## src/rtl/modk_pkg.sv

```systemverilog
package modk_pkg;

  // generate / propagate pair of one bit or one bit group
  typedef struct packed {
    logic g;
    logic p;
  } gp_t;

  // pre-process cell: bitwise generate and half-sum
  function automatic gp_t cell_pre(input logic x, input logic y);
    gp_t r;
    r.g = x & y;
    r.p = x ^ y;
    return r;
  endfunction

  // black cell: group generate and group propagate
  function automatic gp_t cell_black(input gp_t hi, input gp_t lo);
    gp_t r;
    r.g = hi.g | (hi.p & lo.g);
    r.p = hi.p & lo.p;
    return r;
  endfunction

  // grey cell: group generate only, for groups that reach bit 0
  function automatic gp_t cell_grey(input gp_t hi, input gp_t lo);
    gp_t r;
    r.g = hi.g | (hi.p & lo.g);
    r.p = 1'b0;
    return r;
  endfunction

endpackage

```

## src/rtl/modk_csa.sv

```systemverilog
module modk_csa #(
  parameter int W = 7
) (
  input  logic [W-1:0] x,
  input  logic [W-1:0] y,
  input  logic [W-1:0] z,
  output logic [W-1:0] s,
  output logic [W-1:0] c
);

  // one full adder per bit, carry kept at the same index (weight 2^(i+1))
  for (genvar i = 0; i < W; i++) begin : g_fa
    assign s[i] = x[i] ^ y[i] ^ z[i];
    assign c[i] = (x[i] & y[i]) | (x[i] & z[i]) | (y[i] & z[i]);
  end

endmodule

```

## src/rtl/modk_flag_apply.sv

```systemverilog
module modk_flag_apply #(
  parameter int W = 7
) (
  input  logic [W-1:0] s_raw,
  input  logic [W-1:0] grp_p,
  input  logic         g_all,
  input  logic         inc,
  output logic [W-1:0] s_out,
  output logic         cout
);

  logic [W-1:0] flag;

  // flag for bit i: all lower bits propagate, so a +1 would ripple into i
  assign flag  = {grp_p[W-2:0], 1'b1};
  assign s_out = s_raw ^ (flag & {W{inc}});
  assign cout  = g_all | (inc & grp_p[W-1]);

endmodule

```

## src/rtl/modk_prefix.sv

```systemverilog
module modk_prefix #(
  parameter int W         = 7,
  parameter bit FULL_PROP = 1'b1
) (
  input  logic [W-1:0] x,
  input  logic [W-1:0] y,
  input  logic         inc,
  output logic [W-1:0] sum,
  output logic         cout
);
  import modk_pkg::*;

  localparam int LV = (W > 1) ? $clog2(W) : 1;

  logic [W-1:0] gv [LV+1];
  logic [W-1:0] pv [LV+1];
  logic [W-1:0] half;
  logic [W-1:0] carry_in;
  logic [W-1:0] s_raw;

  // pre-process
  for (genvar i = 0; i < W; i++) begin : g_pre
    assign {gv[0][i], pv[0][i]} = cell_pre(x[i], y[i]);
  end
  assign half = pv[0];

  // Sklansky tree: at level l every bit with bit l set joins the group
  // ending just below its aligned block of size 2^l
  for (genvar l = 0; l < LV; l++) begin : g_lvl
    for (genvar i = 0; i < W; i++) begin : g_bit
      if (((i >> l) & 1) == 1) begin : g_join
        localparam int J = ((i >> l) << l) - 1;
        if (FULL_PROP || ((i >> (l + 1)) != 0)) begin : g_black
          assign {gv[l+1][i], pv[l+1][i]} =
            cell_black({gv[l][i], pv[l][i]}, {gv[l][J], pv[l][J]});
        end else begin : g_grey
          assign {gv[l+1][i], pv[l+1][i]} =
            cell_grey({gv[l][i], pv[l][i]}, {gv[l][J], pv[l][J]});
        end
      end else begin : g_pass
        assign gv[l+1][i] = gv[l][i];
        assign pv[l+1][i] = pv[l][i];
      end
    end
  end

  // post-process: carry into bit i is group generate of bits i-1..0
  assign carry_in = {gv[LV][W-2:0], 1'b0};
  assign s_raw    = half ^ carry_in;

  modk_flag_apply #(.W(W)) u_flag (
    .s_raw (s_raw),
    .grp_p (pv[LV]),
    .g_all (gv[LV][W-1]),
    .inc   (inc),
    .s_out (sum),
    .cout  (cout)
  );

endmodule

```

## src/rtl/modk_adder.sv

```systemverilog
module modk_adder #(
  parameter int W       = 7,
  parameter int KVAL    = 45,
  parameter bit OUT_REG = 1'b1
) (
  input  logic         clk,
  input  logic         rst_n,
  input  logic [W-1:0] opnd_a,
  input  logic [W-1:0] opnd_b,
  output logic [W-1:0] res
);

  localparam logic [W-1:0] K_VEC = W'(KVAL);

  if ((KVAL < 3) || (KVAL > (1 << (W - 1)))) begin : g_bad_k
    $error("modk_adder: KVAL must lie in 3..2^(W-1)");
  end

  logic [W-1:0] csa_s;
  logic [W-1:0] csa_c;
  logic [W-1:0] csa_w;
  logic [W-1:0] wrap_sum;
  logic         wrap_c0;
  logic         wrap_c;
  logic [W-1:0] fix_y;
  logic         fix_c;
  logic [W-1:0] comb_res;

  // stage 1: a + b + K through a 3:2 row and a generate-only prefix tree
  modk_csa #(.W(W)) u_csa (
    .x (opnd_a),
    .y (opnd_b),
    .z (K_VEC),
    .s (csa_s),
    .c (csa_c)
  );

  assign csa_w = {csa_c[W-2:0], 1'b0};

  modk_prefix #(.W(W), .FULL_PROP(1'b0)) u_wrap (
    .x    (csa_s),
    .y    (csa_w),
    .inc  (1'b0),
    .sum  (wrap_sum),
    .cout (wrap_c0)
  );

  // total is below 2^(W+1), so at most one of the two weight-2^W carries is set
  assign wrap_c = wrap_c0 | csa_c[W-1];

  // stage 2: no wrap -> add ~K and flag-increment (undo K); wrap -> pass through
  assign fix_y = ~K_VEC & {W{~wrap_c}};

  modk_prefix #(.W(W), .FULL_PROP(1'b1)) u_fix (
    .x    (wrap_sum),
    .y    (fix_y),
    .inc  (~wrap_c),
    .sum  (comb_res),
    .cout (fix_c)
  );

  if (OUT_REG) begin : g_reg
    logic [W-1:0] res_d;
    logic [W-1:0] res_q;

    always_comb begin
      res_d = comb_res;
    end

    always_ff @(posedge clk or negedge rst_n) begin
      if (!rst_n) begin
        res_q <= '0;
      end else begin
        res_q <= res_d;
      end
    end

    assign res = res_q;
  end else begin : g_comb
    assign res = comb_res;
  end

endmodule

```

## config.mk

```make
export PLATFORM = sky130hd
export DESIGN_NAME = modk_adder
export DESIGN_NICKNAME = d
export VERILOG_FILES = /design/src/rtl/modk_pkg.sv /design/src/rtl/modk_csa.sv /design/src/rtl/modk_flag_apply.sv /design/src/rtl/modk_prefix.sv /design/src/rtl/modk_adder.sv
export SDC_FILE = /design/constraint.sdc
export NUM_CORES = 1
export LEC_CHECK = 0
export BUFFER_PORTS_ARGS = -buffer_cell sky130_fd_sc_hd__buf_2
export CORE_MARGIN = 3
export CORE_UTILIZATION = 50
export DETAILED_ROUTE_END_ITERATION = 10
export PLACE_DENSITY = 0.78
export SYNTH_ARGS = -nofsm -noshare
export SYNTH_HDL_FRONTEND = slang
export SYNTH_SLANG_ARGS = --single-unit
```

## constraint.sdc

```tcl
create_clock -name clk -period 0.8 [get_ports clk]
set_input_delay 0.16 -clock clk [delete_from_list [all_inputs] [get_ports clk]]
set_output_delay 0.16 -clock clk [all_outputs]
set_load 0.005 [all_outputs]
```

==> out/metrics.json, run 1 <==
{
  "hpwl": {"value": 1460, "unit": "um"},
  "cts_max_path_buffers": {"value": 2},
  "post-place-cells": {"value": 140},
  "design.portCount": {"value": 23},
  "worst_endpoint_kind": {"value": "register data pin"},
  "failed_stage": {"value": "global routing (5_1_grt)"},
  "htreeDepth": {"value": 1},
  "status": {"value": "aborted with a tool error"},
  "synthDistinctLibCells": {"value": 23},
  "synthesis.instances": {"value": 85},
  "clkSinkCount": {"value": 7},
  "flow.first_error": {"value": "[ERROR DPL-0038] Utilization greater than 100%, impossible to legalize"},
  "port_buffers": {"value": 22},
  "post_synth_instance_area": {"value": 777, "unit": "sq um"},
  "starting_density": {"value": 0.562},
  "yosys_warnings": {"value": 0},
  "place.gp.congestion": {"value": 0.740},
  "synthesis.area_per_instance": {"value": 9.14, "unit": "sq um"},
  "grt_start_max_net_pins": {"value": 8},
  "synth.yosys.seq_area_share": {"value": 0.225},
  "postGrtWorstEndpoint": {"value": "res[6]$_DFF_PN0_/D"},
  "rows": {"value": 13},
  "clockRootBuffer": {"value": "clkbuf_4"},
  "cts_inserted_buffers": {"value": 3},
  "synth.net_count": {"value": 121},
  "ys_seq_elements": {"value": 7},
  "chipHeight": {"value": 45.4, "unit": "um"},
  "die_width": {"value": 45.4, "unit": "um"}
}
## kinds of logic after synthesis
kind of cell / count (synthesis) / synth area share
flip-flops: 7 / 0.225
AND/OR/NAND/NOR: 15 / 0.0998
XOR/XNOR: 10 / 0.113
buffers and inverters: 23 / 0.111
adder cells (fa/ha/maj): 20 / 0.351
AO/OA/AOI/OAI: 10 / 0.0998
## Yosys cell counts
library cell,number,area [sq um]
a311oi_1,1,8.76
fa_1,3,60.1
nor3_1,1,5.00
a21oi_1,3,15.0
and3_2,1,7.51
a21o_1,1,7.51
and3_1,1,6.26
a21oi_2,1,8.76
inv_1,23,86.3
a21o_2,1,8.76
ha_1,17,213
xnor2_1,3,26.3
or3_1,1,6.26
a211oi_1,1,7.51
nand4_1,1,6.26
o21ai_2,1,8.76
o211ai_2,1,12.5
dfrtp_1,7,175
nand2_1,4,15.0
xor2_1,7,61.3
nor2_1,3,11.3
nand3_1,1,5.00
and2_2,2,15.0
## what timing repair did
action | 4_1_cts
cloned | 0
endpoints found under the setup margin | 14
endpoints found under the hold margin | 7
hold buffers | 1
pin swaps | 16
resized for setup | 23
buffers inserted | 2
## metrics by stage
step | instance area (sq um) | setup TNS [ns] | utilization | hold slack [ns] | setup WS, ns
floorplan | 903 | -9.19 | - | -0.136 | -1.63
global placement | 1170 | -10.68 | 0.844 | -0.00791 | -1.80
detailed placement | 1170 | -11.01 | 0.844 | -0.00562 | -1.85
CTS | 1310 | -9.30 | 0.950 | 0.264 | -1.47
==> inputs of run 2 (changes only) <==
Settings changed: CORE_AREA from default to 3 3 64 66, CORE_MARGIN 3 to default, CORE_UTILIZATION 50 to default, DIE_AREA from default to 0 0 67 69, PLACE_DENSITY 0.78 to default, PLACE_DENSITY_LB_ADDON from default to 0.15.
==> out/metrics.json, run 2 <==
{
  "status": {"value": "complete, but fails checks", "change": "was aborted with a tool error"},
  "violations": {"value": "negative setup slack"},
  "synth_top_cells_by_area": {"value": "ha_1, dfrtp_1, inv_1, xor2_1, fa_1", "change": "unchanged"},
  "static_leakage_power": {"value": 0.673, "unit": "nW"},
  "count_of_vias_placed_by_the_detailed_router": {"value": 695},
  "chipHeight": {"value": 69, "unit": "um", "change": "was 45.4 um"},
  "synth_async_sr_flop_share": {"value": 1.00, "change": "unchanged"},
  "number_of_search_and_repair_iterations_in_the_first_detailed_routing_pass": {"value": 4},
  "setup-tns-final": {"value": -9.08, "unit": "ns"},
  "synthesis.instances": {"value": 85, "change": "unchanged"},
  "finish.cell_count_without_fillers": {"value": 181},
  "die_width": {"value": 67, "unit": "um", "change": "was 45.4 um"},
  "initialDrtViolationCount": {"value": 9},
  "synthDominantAreaCellType": {"value": "ha_1", "change": "unchanged"},
  "slew_headroom": {"value": 0.796},
  "synthesis.area_per_instance": {"value": 9.14, "unit": "sq um", "change": "unchanged"},
  "antenna_cells_inserted": {"value": 0},
  "post-place-ws": {"value": -1.85, "unit": "ns", "change": "about the same"},
  "seqCellArea": {"value": 175, "unit": "sq um"},
  "setup_viol": {"value": 14},
  "cp-endpoint": {"value": "res[5]"},
  "post_synth_instance_area": {"value": 777, "unit": "sq um", "change": "unchanged"},
  "grt_setup_unrepaired": {"value": "true"},
  "synthDistinctLibCells": {"value": 23, "change": "unchanged"},
  "hold_path.class": {"value": "in -> async"},
  "power-per-cell-area": {"value": 1800, "unit": "nW/um^2"},
  "total_number_of_nets_in_the_final_design": {"value": 170},
  "yosys_most_used_dff": {"value": "dfrtp_1", "change": "unchanged"},
  "layout_commonest_cell": {"value": "buf_4"},
  "cts_max_path_buffers": {"value": 2, "change": "unchanged"},
  "crit_path_max_incr_delay": {"value": 0.57, "unit": "ns"},
  "ys_seq_elements": {"value": 7, "change": "unchanged"},
  "grt_pass1_vias": {"value": 699},
  "worst-slew-pin-transition": {"value": 0.304, "unit": "ns"},
  "wirelength": {"value": 1670, "unit": "um"},
  "place.gp.congestion": {"value": 0.690, "change": "was 0.740"},
  "final_cell_area": {"value": 1430, "unit": "sq um"},
  "nFillCells": {"value": 387},
  "gr-total-overflow": {"value": 0},
  "setup.worst_path.class": {"value": "in -> reg"},
  "areaGrowthSynthToFinish": {"value": 83.6, "unit": "%"},
  "drv_cap": {"value": 0},
  "clockRootBuffer": {"value": "clkbuf_8", "change": "was clkbuf_4"},
  "synth_top_area_frac": {"value": 0.274, "change": "unchanged"},
  "htreeDepth": {"value": 1, "change": "unchanged"},
  "path_cells": {"value": "buf_8 > inv_8 > ha_4 > inv_2 > ha_4 > a21o_1 > a21o_2 > fa_2 > inv_2 > fa_2 > xor2_2 > xnor2_1"},
  "largest_fanout_on_the_critical_path": {"value": 2},
  "starting_density": {"value": 0.214, "change": "was 0.562"},
  "overall_global_routing_resource_usage": {"value": 0.0765},
  "design.portCount": {"value": 23, "change": "unchanged"},
  "synth.yosys.seq_area_share": {"value": 0.225, "change": "unchanged"},
  "wl_per_cell": {"value": 9.22, "unit": "um"},
  "yosys-top-cells-count": {"value": "inv_1, ha_1, dfrtp_1, xor2_1, nand2_1", "change": "unchanged"},
  "final_layout_size_suffix_gt1_frac": {"value": 0.624},
  "final_ws_setup": {"value": -1.51, "unit": "ns"},
  "clkSinkCount": {"value": 7, "change": "unchanged"},
  "remaining_drc_errors": {"value": 0},
  "max_clock_freq": {"value": 433, "unit": "MHz"},
  "postRouteAntennaNets": {"value": 0},
  "cp-start-kind": {"value": "input pin"},
  "cts_tree": {"value": "built"},
  "endpoint_kind": {"value": "register"},
  "placedInstanceArea": {"value": 1220, "unit": "sq um", "change": "was 1170 sq um"},
  "largest_register_ff_count": {"value": 7},
  "dieArea": {"value": 4620, "unit": "sq um"},
  "post-synth-top-count-cell": {"value": "inv_1", "change": "unchanged"},
  "multiInputGateArea": {"value": 709, "unit": "sq um"},
  "cp.required": {"value": 0.91, "unit": "ns"},
  "hpwl": {"value": 1370, "unit": "um", "change": "was 1460 um"},
  "cts.clk_slew.worst_paths": {"value": 0.04, "unit": "ns"},
  "layout_common_cells": {"value": "buf_4, buf_2, ha_4"},
  "grt_start_max_net_pins": {"value": 8},
  "post-place-cells": {"value": 174, "change": "was 140"},
  "placeable_area": {"value": 3630, "unit": "sq um"},
  "port_buffers": {"value": 22, "change": "unchanged"},
  "cp_slowest_cell": {"value": "fa_2"},
  "detail_route.vias_per_cell": {"value": 3.84},
  "cts_inserted_buffers": {"value": 3, "change": "unchanged"},
  "slew_violations": {"value": 0},
  "hold_viol_final": {"value": 0},
  "wire_length_of_the_first_global_routing_pass": {"value": 2790, "unit": "um"},
  "period_share": {"value": 2.89},
  "worst_ir_drop_vdd": {"value": 0.000444, "unit": "V"},
  "antenna_found_initial": {"value": 0},
  "number_of_enable_flip_flop_cells_after_synthesis": {"value": 0, "change": "unchanged"},
  "rows": {"value": 22, "change": "was 13"},
  "yosys_warnings": {"value": 0, "change": "unchanged"},
  "finalWorstPathRequiredPeriod": {"value": 2.31, "unit": "ns"},
  "synth.net_count": {"value": 121, "change": "unchanged"},
  "critical_path_arrival": {"value": 2.42, "unit": "ns"},
  "setup.worst_path.start": {"value": "opnd_a[2]"}
}
## run 2: cell counts after synthesis
Identical to the previous run, type by type.
## run 2: cell type report
class / instances / area share
Inverter: 23 / 0.0746
Timing Repair Buffer: 44 / 0.232
Multi-Input combinational cell: 55 / 0.497
Sequential cell: 7 / 0.123
Tap cell: 48 / 0.0421
Clock buffer: 4 / 0.0316
## run 2: power breakdown
| group | total [W] | internal (W) | leakage [nW] | switching [W] |
|---|---|---|---|---|
| logic | 0.00155 | 0.000873 | 0.569 | 0.000675 |
| clock network | 0.000477 | 0.000343 | 0.0228 | 0.000134 |
| registers | 0.000540 | 0.000512 | 0.0820 | 0.0000285 |
| total | 0.00257 | 0.00173 | 0.673 | 0.000837 |
## run 2: worst min-delay path by stage
stage	startpoint	slack [ns]	to
after floorplan	rst_n	-0.14	res[0]
after global placement	rst_n	-0.006	res[2]
after detailed placement	rst_n	-0.002	res[3]
after CTS	rst_n	0.30	res[2]
after global routing	rst_n	0.33	res[2]
final	rst_n	0.30	res[3]
## run 2: what timing repair did
action,CTS,global route
endpoints found under the setup margin,14,14
endpoints found under the hold margin,7,0
pin swaps,7,14
buffers inserted,0,2
hold buffers,1,0
gates cloned,0,0
resized for setup,8,22
## run 2: stage by stage
step                total power (W)   util  hold WS, ns
floorplan                   0.00137      -       -0.136
global placement            0.00192  0.335     -0.00643
detailed placement          0.00192  0.335     -0.00221
CTS                         0.00245  0.359        0.296
global route                0.00281  0.393        0.331
finish                      0.00257  0.393        0.297
## run 2: cells by family (layout without fill, tap and decap cells)
kind of cell | Yosys count | after routing | synth area share
buffers and inverters | 23 | 71 | 0.111
adder cells (fa/ha/maj) | 20 | 20 | 0.351
AND/OR/NAND/NOR | 15 | 15 | 0.0998
AO/OA/AOI/OAI | 10 | 10 | 0.0998
XOR/XNOR | 10 | 10 | 0.113
flip-flops | 7 | 7 | 0.225
## run 2: per-layer routing
layer,up-vias,GRT usage,routed length [um],share of wire
met1,310,0.0924,731,0.44
met2,17,0.134,859,0.51
li1,366,-,-,-
met3,2,0.00489,70,0.042
met5,-,0,0,0
met4,0,0.0338,8,0.0048
## run 2: worst max-delay path: cells and delay by family
| family | cells | cell delay [ns] |
|---|---|---|
| AOI/OAI and AO/OA | 2 | 0.36 |
| adders and majority gates | 4 | 1.38 |
| xor gates and xnor gates | 2 | 0.31 |
| buffers and inverters | 4 | 0.20 |
Note: power is estimated with default switching activity, not from simulation.
==> inputs of run 3 (changes only) <==
Settings changed: PLACE_DENSITY from default to 0.37, PLACE_DENSITY_LB_ADDON 0.15 to default.
==> out/metrics.json, run 3 (same netlist as run 2, synthesis figures left out) <==
{
  "endpoint_kind": {"value": "register", "change": "unchanged"},
  "static_leakage_power": {"value": 0.720, "unit": "nW", "change": "was 0.673 nW"},
  "power.switching": {"value": 0.000903, "unit": "W", "change": "was 0.000837 W"},
  "largest_fanout_on_the_critical_path": {"value": 2, "change": "unchanged"},
  "starting_density": {"value": 0.214, "change": "unchanged"},
  "layout_common_cells": {"value": "buf_4, buf_2, inv_1", "change": "was buf_4, buf_2, ha_4"},
  "grt_pass1_vias": {"value": 755, "change": "was 699"},
  "hold_path.class": {"value": "in -> async", "change": "unchanged"},
  "finalWorstPathRequiredPeriod": {"value": 2.36, "unit": "ns", "change": "was 2.31 ns"},
  "setup_viol": {"value": 14, "change": "unchanged"},
  "design.portCount": {"value": 23, "change": "unchanged"},
  "number_of_search_and_repair_iterations_in_the_first_detailed_routing_pass": {"value": 2, "change": "was 4"},
  "power-per-cell-area": {"value": 1870, "unit": "nW/um^2", "change": "was 1800 nW/um^2"},
  "place.gp.congestion": {"value": 0.700, "change": "was 0.690"},
  "postRouteAntennaNets": {"value": 0, "change": "unchanged"},
  "wl_per_cell": {"value": 9.65, "unit": "um", "change": "was 9.22 um"},
  "drv_cap": {"value": 0, "change": "unchanged"},
  "cts_inserted_buffers": {"value": 3, "change": "unchanged"},
  "count_of_vias_placed_by_the_detailed_router": {"value": 727, "change": "was 695"},
  "final_ws_setup": {"value": -1.56, "unit": "ns", "change": "was -1.51 ns"},
  "total_power": {"value": 0.00278, "unit": "W", "change": "was 0.00257 W"},
  "internal-power": {"value": 0.00188, "unit": "W", "change": "was 0.00173 W"},
  "wirelength": {"value": 1820, "unit": "um", "change": "was 1670 um"},
  "remaining_drc_errors": {"value": 0, "change": "unchanged"},
  "rows": {"value": 22, "change": "unchanged"},
  "critical_path_arrival": {"value": 2.50, "unit": "ns", "change": "was 2.42 ns"},
  "sequential_share_of_power": {"value": 0.194, "change": "was 0.211"},
  "cts_tree": {"value": "built", "change": "unchanged"},
  "power.share.combinational": {"value": 0.636, "change": "was 0.604"},
  "layout_commonest_cell": {"value": "buf_4", "change": "unchanged"},
  "slew_violations": {"value": 0, "change": "unchanged"},
  "finish.cell_count_without_fillers": {"value": 189, "change": "was 181"},
  "power_switching_share": {"value": 0.324, "change": "was 0.326"},
  "cp.required": {"value": 0.94, "unit": "ns", "change": "was 0.91 ns"},
  "die_width": {"value": 67, "unit": "um", "change": "unchanged"},
  "holdWs": {"value": 0.301, "unit": "ns", "change": "was 0.297 ns"},
  "antenna_found_initial": {"value": 0, "change": "unchanged"},
  "worst-slew-pin-transition": {"value": 0.258, "unit": "ns", "change": "was 0.304 ns"},
  "slew_headroom": {"value": 0.828, "change": "was 0.796"},
  "status": {"value": "complete, but fails checks", "change": "unchanged"},
  "grt_setup_unrepaired": {"value": "true", "change": "unchanged"},
  "total_number_of_nets_in_the_final_design": {"value": 178, "change": "was 170"},
  "violations": {"value": "negative setup slack", "change": "unchanged"},
  "final_layout_size_suffix_gt1_frac": {"value": 0.638, "change": "was 0.624"},
  "dieArea": {"value": 4620, "unit": "sq um", "change": "unchanged"},
  "hold_viol_final": {"value": 0, "change": "unchanged"},
  "placeable_area": {"value": 3630, "unit": "sq um", "change": "unchanged"},
  "cp-start-kind": {"value": "input pin", "change": "unchanged"},
  "clock_power_share": {"value": 0.170, "change": "was 0.186"},
  "cts_max_path_buffers": {"value": 2, "change": "unchanged"},
  "areaGrowthSynthToFinish": {"value": 92.1, "unit": "%", "change": "was 83.6%"},
  "crit_path_max_incr_delay": {"value": 0.58, "unit": "ns", "change": "was 0.57 ns"},
  "hpwl": {"value": 1400, "unit": "um", "change": "was 1370 um"},
  "setup.worst_path.class": {"value": "in -> reg", "change": "unchanged"},
  "cts.clk_slew.worst_paths": {"value": 0.04, "unit": "ns", "change": "about the same"},
  "wire_length_of_the_first_global_routing_pass": {"value": 3020, "unit": "um", "change": "was 2790 um"},
  "htreeDepth": {"value": 1, "change": "unchanged"},
  "grt_start_max_net_pins": {"value": 8, "change": "unchanged"},
  "chipHeight": {"value": 69, "unit": "um", "change": "unchanged"},
  "clockRootBuffer": {"value": "clkbuf_8", "change": "unchanged"},
  "overall_global_routing_resource_usage": {"value": 0.0830, "change": "was 0.0765"},
  "final_core_util": {"value": 0.411, "change": "was 0.393"},
  "initialDrtViolationCount": {"value": 3, "change": "was 9"},
  "max_clock_freq": {"value": 424, "unit": "MHz", "change": "was 433 MHz"},
  "largest_register_ff_count": {"value": 7, "change": "unchanged"},
  "post-place-cells": {"value": 175, "change": "was 174"},
  "antenna_cells_inserted": {"value": 0, "change": "unchanged"},
  "clkSinkCount": {"value": 7, "change": "unchanged"},
  "cp_slowest_cell": {"value": "fa_2", "change": "unchanged"},
  "detail_route.vias_per_cell": {"value": 3.85, "change": "was 3.84"},
  "setup.worst_path.start": {"value": "opnd_a[2]", "change": "unchanged"},
  "gr-total-overflow": {"value": 0, "change": "unchanged"},
  "port_buffers": {"value": 22, "change": "unchanged"},
  "path_cells": {"value": "buf_8 > inv_8 > ha_4 > inv_2 > ha_4 > a21o_1 > a21o_2 > fa_2 > buf_4 > inv_2 > fa_2 > xor2_1", "change": "was buf_8 > inv_8 > ha_4 > inv_2 > ha_4 > a21o_1 > a21o_2 > fa_2 > inv_2 > fa_2 > xor2_2 > xnor2_1"},
  "worst_ir_drop_vdd": {"value": 0.000492, "unit": "V", "change": "was 0.000444 V"},
  "period_share": {"value": 2.95, "change": "was 2.89"}
}
[run 3: cell count changes in the layout (fill, tap and decap cells not counted), moves of 2 or more]
| cell | previous run | this run |
|---|---|---|
| buf_4 | 18 | 24 |
| inv_1 | 11 | 15 |
| inv_2 | 7 | 3 |
| buf_2 | 16 | 18 |
[run 3: final cells by class]
cell class	instances	area, sq um
clock buffers	4	45.0
fillers	387	2140
inverters	23	106
multi-input cells	55	717
flip-flops and latches	7	175
well taps	48	60.1
repair buffers	52	389
[run 3: layer usage]
layer / up-vias / share of wire / GRT usage
met3: 0 / 0.046 / 0.00651
met1: 328 / 0.38 / 0.0903
met5: - / 0 / 0
met4: 0 / 0 / 0.0338
met2: 17 / 0.57 / 0.157
li1: 382 / - / -
[run 3: power by group through the flow]
stage	Clock (W)	Sequential (W)	Combinational [W]
2_1_floorplan	0	0.000583	0.000784
3_3_place_gp	0	0.000548	0.00139
3_5_place_dp	0	0.000547	0.00139
4_1_cts	0.000488	0.000543	0.00166
5_1_grt	0.000504	0.000549	0.00198
6_report	0.000473	0.000540	0.00177
[run 3: critical path, delay by kind of cell]
family	cells	cell delay (ns)
fa+ha+maj	4	1.55
buf+inv	5	0.30
compound gates	2	0.36
xor+xnor	1	0.13
[run 3: stage by stage]
stage	area [sq um]	setup TNS [ns]	worst slack, ns
2_1_floorplan	903	-9.19	-1.63
3_3_place_gp	1220	-10.99	-1.82
3_5_place_dp	1220	-10.99	-1.87
4_1_cts	1430	-9.31	-1.55
5_1_grt	1490	-10.21	-1.63
6_report	1490	-9.44	-1.56
[run 3: final timing paths]
| check | end | slack [ns] | cells after the start |
|---|---|---|---|
| hold / removal | res[2] | 0.30 | 2 |
| min in group clk | res[0] | 0.65 | 6 |
| setup / recovery | res[4] | -1.56 | 12 |
| max in group asynchronous | res[0] | 0.35 | 2 |
[run 3: repair_timing]
item,in CTS,in global routing
pin swaps,16,14
cloned,0,0
hold buffers,1,0
gates resized for setup,20,11
buffers inserted,10,2
endpoints found under the hold margin,7,0
endpoints found under the setup margin,14,14
